$ cat config.mk
export PLATFORM = sky130hd
export DESIGN_NAME = pc_trace_snap
export DESIGN_NICKNAME = d
export VERILOG_FILES = /design/src/rtl/trc_pkg.sv /design/src/rtl/trc_ptr_ctrl.sv /design/src/rtl/trc_store.sv /design/src/rtl/pc_trace_snap.sv
export SDC_FILE = /design/constraint.sdc
export NUM_CORES = 1
export LEC_CHECK = 0
export BUFFER_PORTS_ARGS = -buffer_cell sky130_fd_sc_hd__buf_2
export CAP_MARGIN = 20
export CORE_MARGIN = 3
export CORE_UTILIZATION = 40
export DETAILED_ROUTE_END_ITERATION = 8
export GPL_TIMING_DRIVEN = 0
export HOLD_SLACK_MARGIN = 0.05
export PLACE_DENSITY_LB_ADDON = 0.1
export SLEW_MARGIN = 20
export SYNTH_ARGS = -nofsm -noshare
export SYNTH_HDL_FRONTEND = slang
export SYNTH_SLANG_ARGS = --single-unit
export TNS_END_PERCENT = 1
$ cat constraint.sdc
create_clock -name clk -period 6.46 [get_ports clk]
set_input_delay 0.323 -clock clk [delete_from_list [all_inputs] [get_ports clk]]
set_output_delay 0.323 -clock clk [all_outputs]
set_load 0.02 [all_outputs]
$ cat src/rtl/trc_pkg.sv
package trc_pkg;

    localparam int DEPTH = 8;
    localparam int PC_W  = 32;
    localparam int SEL_W = 7;
    localparam int PTR_W = (DEPTH > 1) ? $clog2(DEPTH) : 1;

    localparam logic [SEL_W-1:0] TRACE_SEL = 7'b0101101;

    typedef logic [PTR_W-1:0] ptr_t;
    typedef logic [PC_W-1:0]  pc_t;
    typedef logic [SEL_W-1:0] sel_t;

    typedef struct packed {
        logic wr;
        ptr_t waddr;
        pc_t  wdata;
        logic rd;
        ptr_t raddr;
    } ring_req_t;

    function automatic ptr_t ptr_next(input ptr_t p);
        if (p == ptr_t'(DEPTH - 1))
            return '0;
        return p + ptr_t'(1);
    endfunction

endpackage

$ cat src/rtl/trc_ptr_ctrl.sv
module trc_ptr_ctrl
    import trc_pkg::*;
(
    input  logic clk,
    input  logic rst,
    input  logic cap_valid,
    input  sel_t reg_sel,
    input  logic rd_en,
    output ptr_t live_ptr,
    output ptr_t rd_addr
);

    ptr_t tmp_ptr;
    sel_t sel_q;
    logic sel_hit;

    assign sel_hit = (reg_sel == TRACE_SEL) && (sel_q != TRACE_SEL);
    assign rd_addr = sel_hit ? live_ptr : tmp_ptr;

    always_ff @(posedge clk) begin
        if (rst) begin
            live_ptr <= '0;
            tmp_ptr  <= '0;
            sel_q    <= '0;
        end else begin
            sel_q <= reg_sel;
            if (cap_valid)
                live_ptr <= ptr_next(live_ptr);
            if (sel_hit || rd_en)
                tmp_ptr <= rd_en ? ptr_next(rd_addr) : rd_addr;
        end
    end

    assert_reset_clears_R1: assert property (@(posedge clk)
        rst |=> (live_ptr == '0 && tmp_ptr == '0));

    assert_capture_steps_R2: assert property (@(posedge clk) disable iff (rst)
        cap_valid |=> live_ptr == ptr_next($past(live_ptr)));

    assert_read_keeps_live_R7: assert property (@(posedge clk) disable iff (rst)
        !cap_valid |=> $stable(live_ptr));

    assert_read_steps_R4: assert property (@(posedge clk) disable iff (rst)
        (rd_en && !sel_hit) |=> tmp_ptr == ptr_next($past(tmp_ptr)));

    assert_snapshot_pre_capture_R8: assert property (@(posedge clk) disable iff (rst)
        (sel_hit && !rd_en) |=> tmp_ptr == $past(live_ptr));

    assert_select_read_R9: assert property (@(posedge clk) disable iff (rst)
        (sel_hit && rd_en) |=> tmp_ptr == ptr_next($past(live_ptr)));

    assert_hold_no_reload_R6: assert property (@(posedge clk) disable iff (rst)
        (sel_q == TRACE_SEL && !rd_en) |=> $stable(tmp_ptr));

endmodule

$ cat src/rtl/trc_store.sv
module trc_store
    import trc_pkg::*;
(
    input  logic      clk,
    input  logic      rst,
    input  ring_req_t req,
    output pc_t       rdata
);

    pc_t slots [DEPTH];

    for (genvar gi = 0; gi < DEPTH; gi++) begin : g_slot
        always_ff @(posedge clk) begin
            if (rst)
                slots[gi] <= '0;
            else if (req.wr && req.waddr == ptr_t'(gi))
                slots[gi] <= req.wdata;
        end
    end

    always_ff @(posedge clk) begin
        if (rst)
            rdata <= '0;
        else if (req.rd)
            rdata <= slots[req.raddr];
    end

endmodule

$ cat src/rtl/pc_trace_snap.sv
module pc_trace_snap
    import trc_pkg::*;
(
    input  logic             clk,
    input  logic             test_rst,
    input  logic             por_rst,
    input  logic             cap_valid,
    input  logic [PC_W-1:0]  cap_pc,
    input  logic [SEL_W-1:0] reg_sel,
    input  logic             rd_en,
    output logic [PC_W-1:0]  rd_data
);

    logic      any_rst;
    ptr_t      live_ptr;
    ptr_t      rd_addr;
    ring_req_t req;

    assign any_rst = test_rst | por_rst;

    trc_ptr_ctrl u_ptr (
        .clk      (clk),
        .rst      (any_rst),
        .cap_valid(cap_valid),
        .reg_sel  (reg_sel),
        .rd_en    (rd_en),
        .live_ptr (live_ptr),
        .rd_addr  (rd_addr)
    );

    always_comb begin
        req.wr    = cap_valid;
        req.waddr = live_ptr;
        req.wdata = cap_pc;
        req.rd    = rd_en;
        req.raddr = rd_addr;
    end

    trc_store u_store (
        .clk  (clk),
        .rst  (any_rst),
        .req  (req),
        .rdata(rd_data)
    );

    assert_data_reset_R1: assert property (@(posedge clk)
        any_rst |=> rd_data == '0);

    assert_data_hold_R3: assert property (@(posedge clk) disable iff (any_rst)
        !rd_en |=> $stable(rd_data));

endmodule

# After elaboration in Yosys (flattened, before gate mapping)
# Memories as Yosys holds them, arrays and structs flattened. A register that Yosys moved wholly into a read port is not among the register bits.
# Cells that the tools add are included.
dict set report classes {
  n_mux 46
  reduce_logical 11
  bitwise_logic 9
  n_eq_ne 10
  n_addsub 2
}
# operator n
set ops {}
lappend ops {{$mux W32} 8}
lappend ops {{$mux W1} 32}
lappend ops {{$mux W3} 6}
lappend ops {{$eq A3 B3 Y1 const B} 5}
lappend ops {{$logic_and A1 B1 Y1} 9}
lappend ops {{$or A1 B1 Y1} 9}
lappend ops {{$eq A7 B6 Y1 const B} 1}
lappend ops {{$ne A7 B6 Y1 const B} 1}
lappend ops {{$add A3 B1 Y3 const B} 2}
lappend ops {{$eq A3 B2 Y1 const B} 2}
lappend ops {{$eq A3 B1 Y1 const B} 1}
lappend ops {{$logic_not A3 Y1} 1}
lappend ops {{$logic_or A1 B1 Y1} 1}
dict set report totals {
  out_inout_bits 32
  input_bits 44
  ramBits 256
  mem_count 1
  wordCells 82
  reg_bits 13
}
# memory words word_bits read_ports rd_ports_with_merged_regs wr line
set mem_list {}
lappend mem_list {u_store.slots 8 32 1 1 8 trc_store.sv:10} ;# pc_t slots [DEPTH];

# Depth between registers and ports, before layout
dict set report depth {
  depth_word 9
  depth_mapped 8
  ltp_nobuf 6
}

# Modules after synthesis
# From an unflattened synthesis, not the netlist that was laid out.
dict set report hier_totals {
  cells_unflattened 956
  area_unflattened_um2 13385.3
}
# mod n_inst area_each_um2 cells_per_inst seq_area_each_um2
set modules_own_cells {}
lappend modules_own_cells {trc_store 1 12742.2 891 8328.0}
lappend modules_own_cells {trc_ptr_ctrl 1 636.9 64 260.2}
lappend modules_own_cells {pc_trace_snap 1 6.3 1 0.0}

# Worst setup path before layout
# OpenSTA, ideal clock, no wires.
dict set report synth_timing {
  path_type {register to register}
  from {register u_ptr.sel_q[6]}
  to {register u_store.rdata[0], read port of u_store.slots}
  t_arrival_ns 2.100
  path_buffers 2
  required_ns 6.343
  path_stages_with_launch 9
  path_slack_ns 4.243
  synth_period_minus_slack_ns 2.217
  setup_ns 0.117
  path_cell_list {dfxtp_1 nand4bb_1 o211ai_4 mux2i_1 buf_4 buf_2 mux2i_1 o21ai_1 a32o_1}
}
dict set report synth_via {
  elab_chain_len 3
}
# item line
set synth_lines {}
lappend synth_lines {{start, declared} trc_ptr_ctrl.sv:14} ;# sel_t sel_q;
lappend synth_lines {{start signal, assigned} trc_ptr_ctrl.sv:26} ;# sel_q <= reg_sel;
lappend synth_lines {{$ne A7 B6 Y1} trc_ptr_ctrl.sv:17} ;# assign sel_hit = (reg_sel == TRACE_SEL) && (sel_q != TRACE_SEL);
lappend synth_lines {{$logic_and A1 B1 Y1} trc_ptr_ctrl.sv:17}
lappend synth_lines {{$mux W3} trc_ptr_ctrl.sv:18} ;# assign rd_addr = sel_hit ? live_ptr : tmp_ptr;
lappend synth_lines {{end, declared} trc_store.sv:7} ;# output pc_t rdata
# No other way between the ends.
# A chain may end at the register's enable or synchronous reset.

# Worst setup path after layout
dict set report layout_timing {
  from {register u_ptr.sel_q[6]}
  to {register u_store.rdata[28], read port of u_store.slots}
}
# The elaborated chain is that of the path after synthesis.

==> results.yml <==
min_path:
  hold_path_depth: 3
  min_to: "u_ptr.tmp_ptr[0]"
  hp-class: "in2reg"
  holdCritStartpoint: "rd_en"
route:
  vias: 7709
  post_drt_wl_per_cell_um: 22.6
  drc: 0
  drtAntennaViolNets: 0
  wirelength_mm: 33.1
  first_iter_violations: 532
  vias_per_cell: 5.26
  firstDrtPassIters: 5
clock_network:
  clock_latency_ns: 0.50
  postCtsSetupBuffers: 0
  cts_made_buffers: 35
  cts_max_level: 2
  clk_pin_slew_worst_paths_ns: 0.06
  cts_tree: "built"
  clk_path_buf_depth: 3
  cts-root-buf: "clkbuf_16"
  cts.sinks: 301
logic_synthesis:
  synth_cells: 919
  yosysSeqAreaShare: 0.671
  synth_cell_types: 31
  yosysMostFrequentCell: "and2_1"
  synthArstFlopShare: 0
  syn-num-nets: 969
  ys.flop_type: "edfxtp_1"
  synth-seq-cells: 301
  synth.cell_area_mm2: 0.0128
  yosys-top-cells-area: "edfxtp_1 60%, and2_1 13%, dfxtp_1 7.0%"
  synth_top_area_frac: 0.600
  yosys_warnings: 0
  synthTopCellsByCount: "265 x and2_1, 256 x edfxtp_1, 68 x mux2i_1, 64 x a221oi_1, 47 x clkbuf_1"
  syn_avg_cell_area_um2: 13.9
  synth_edf_count: 256
  yosysTopAreaCell: "edfxtp_1"
timing:
  rsz0062_at_grt: "no"
  skew_ns: 0.0141
  min_period_ns: 2.90
  setup_tns_ns: 0
  hold_viol: 0
  drv_slew: 0
  fin_crit_sh: 0.449
  worstMarginPinSlew_ns: 0.956
  setup_viol: 0
  slew_headroom: 0.345
  hold-worst-slack_ns: 0.171
  timing.fmax_mhz: 345
critical_path:
  reg2regPathDepth: 7
  crit_path_start: "u_ptr.sel_q[6]"
  reg2reg_from: "u_ptr.sel_q[6]"
  arrival_ns: 3.34
  end_kind: "flop"
  critPathMaxFanout: 10
  crit_type: "reg2reg"
  start_kind: "flop"
  r2r-end: "u_store.rdata[28]"
  ff2ff_setup_slack_ns: 3.56
  critPathRequiredTime_ns: 6.90
grt:
  grt_pass1_wl_mm: 49.8
  antenna_found_initial: 4
  grt-ovfl-total: 0
  grt_usage: 0.197
  grt_max_degree: 33
  first_global_vias: 8052
placement:
  io_buffer_count: 74
  dp_cells: 1395
  placedInstanceArea_mm2: 0.0138
  dp.final_hpwl_mm: 21.4
  gp_congestion: 0.754
power:
  p_clk_frac: 0.455
  intPower_mw: 3.49
  power.density_mw_per_mm2: 292
  irDropWorstVdd_mv: 0.194
  power_frac_comb: 0.045
  switchingPower_mw: 0.923
  p_leak_nw: 6.21
  seqPwrFrac: 0.500
  switching_share: 0.209
  power_mw: 4.41
die:
  dieArea_mm2: 0.0342
  die_height_um: 185
  fp-row-count: 64
  core_area_mm2: 0.0311
  start_util: 0.412
  die_w_um: 185
  ios: 76
cells_and_area:
  drive_gt1_frac: 0.153
  instances_no_fill: 1466
  fin_area_mm2: 0.0151
  areaGrowthSynthToFinish_pct: 17.9
  nets: 1093
flow_run:
  drv_cap: 0
status:
  outcome: "finished clean"
-- final cells by class --
class                           count  area, um^2
Sequential cell                   301        8590
Tap cell                          396         495
Clock inverter                     15         175
Inverter                            3        11.3
Timing Repair Buffer               87         591
Multi-Input combinational cell    549        3960
Fill cell                        2734       16000
Antenna cell                        1        2.50
Clock buffer                       48         997
Buffer                             66         274
-- flip-flops by register name, indices dropped and copies added, names as in the netlist --
name / cells
u_ptr.sel_q: 7
u_ptr.tmp_ptr: 3
u_store.rdata: 32
u_ptr.live_ptr: 3
u_store.slots: 256
-- routing by layer --
layer  GRT usage  vias up  wire (um)
met5           0        -         34
met4      0.0636        4        990
met3      0.0299       70       1280
met2       0.328      153      15800
met1       0.265     3789      15000
li1            -     3693          -
-- how the worst max path moves through the flow --
stage                           endpoint  slack, ns  depth (start not counted)
global route           u_store.rdata[24]       3.40                          7
finish                 u_store.rdata[28]       3.56                          7
CTS                    u_store.rdata[24]       3.48                          7
floorplan               u_store.rdata[0]       4.24                          8
global placement    u_store.slots[1][28]       2.86                          4
detailed placement     u_store.rdata[24]       3.51                          7
-- power by group through the flow --
stage	combinational [mW]	clock (mW)	sequential, mW
2_1_floorplan	0.0944	0	2.25
3_3_place_gp	0.182	0	2.25
3_5_place_dp	0.198	0	2.25
4_1_cts	0.202	2.04	2.21
5_1_grt	0.216	2.12	2.21
6_report	0.197	2.01	2.21
-- per-stage QoR --
stage                      util  worst slack, ns
after floorplan               -             4.24
after global placement    0.440             2.86
after detailed placement  0.446             3.51
after CTS                 0.486             3.48
after global routing      0.486             3.40
final                     0.486             3.56
-- cells in the final DEF (no fill, tap or decap), drive strengths merged --
cell           n
a211oi         1
a21o           3
a221oi        64
a32o          32
and2         265
and3           6
and3b          1
and4bb         1
buf           99
bufinv         4
clkbuf        95
clkinv        10
clkinvlp       1
dfxtp         45
diode          1
dlygate4sd3    7
edfxtp       256
ha             6
inv            3
mux2           2
mux2i         69
nand2         13
nand2b         1
nand3b         2
nand4bb        1
nor2           9
nor2b          3
nor3           1
o211ai         1
o21ai         64
or2            1
xnor2          3
-- timing repair --
item	4_1_cts	5_1_grt
gates resized for setup	0	0
hold buffers	7	0
endpoints found under the hold margin	7	0
-- critical path, stage by stage (launching register included) --
cell and delay, ns:
dfxtp_1 0.30, nand4bb_1 0.23, o211ai_4 0.38, mux2i_1 0.85
clkbuf_1 0.55, a221oi_1 0.17, o21ai_1 0.16, a32o_1 0.18
-- kinds of logic after synthesis --
group / share of synthesized area
simple gates: 0.145
buf+inv: 0.0223
compound gates: 0.0978
flops: 0.671
fa+ha+maj: 0.00586
mux: 0.0560
xor+xnor: 0.00205
(Power assumes the default switching activity.)
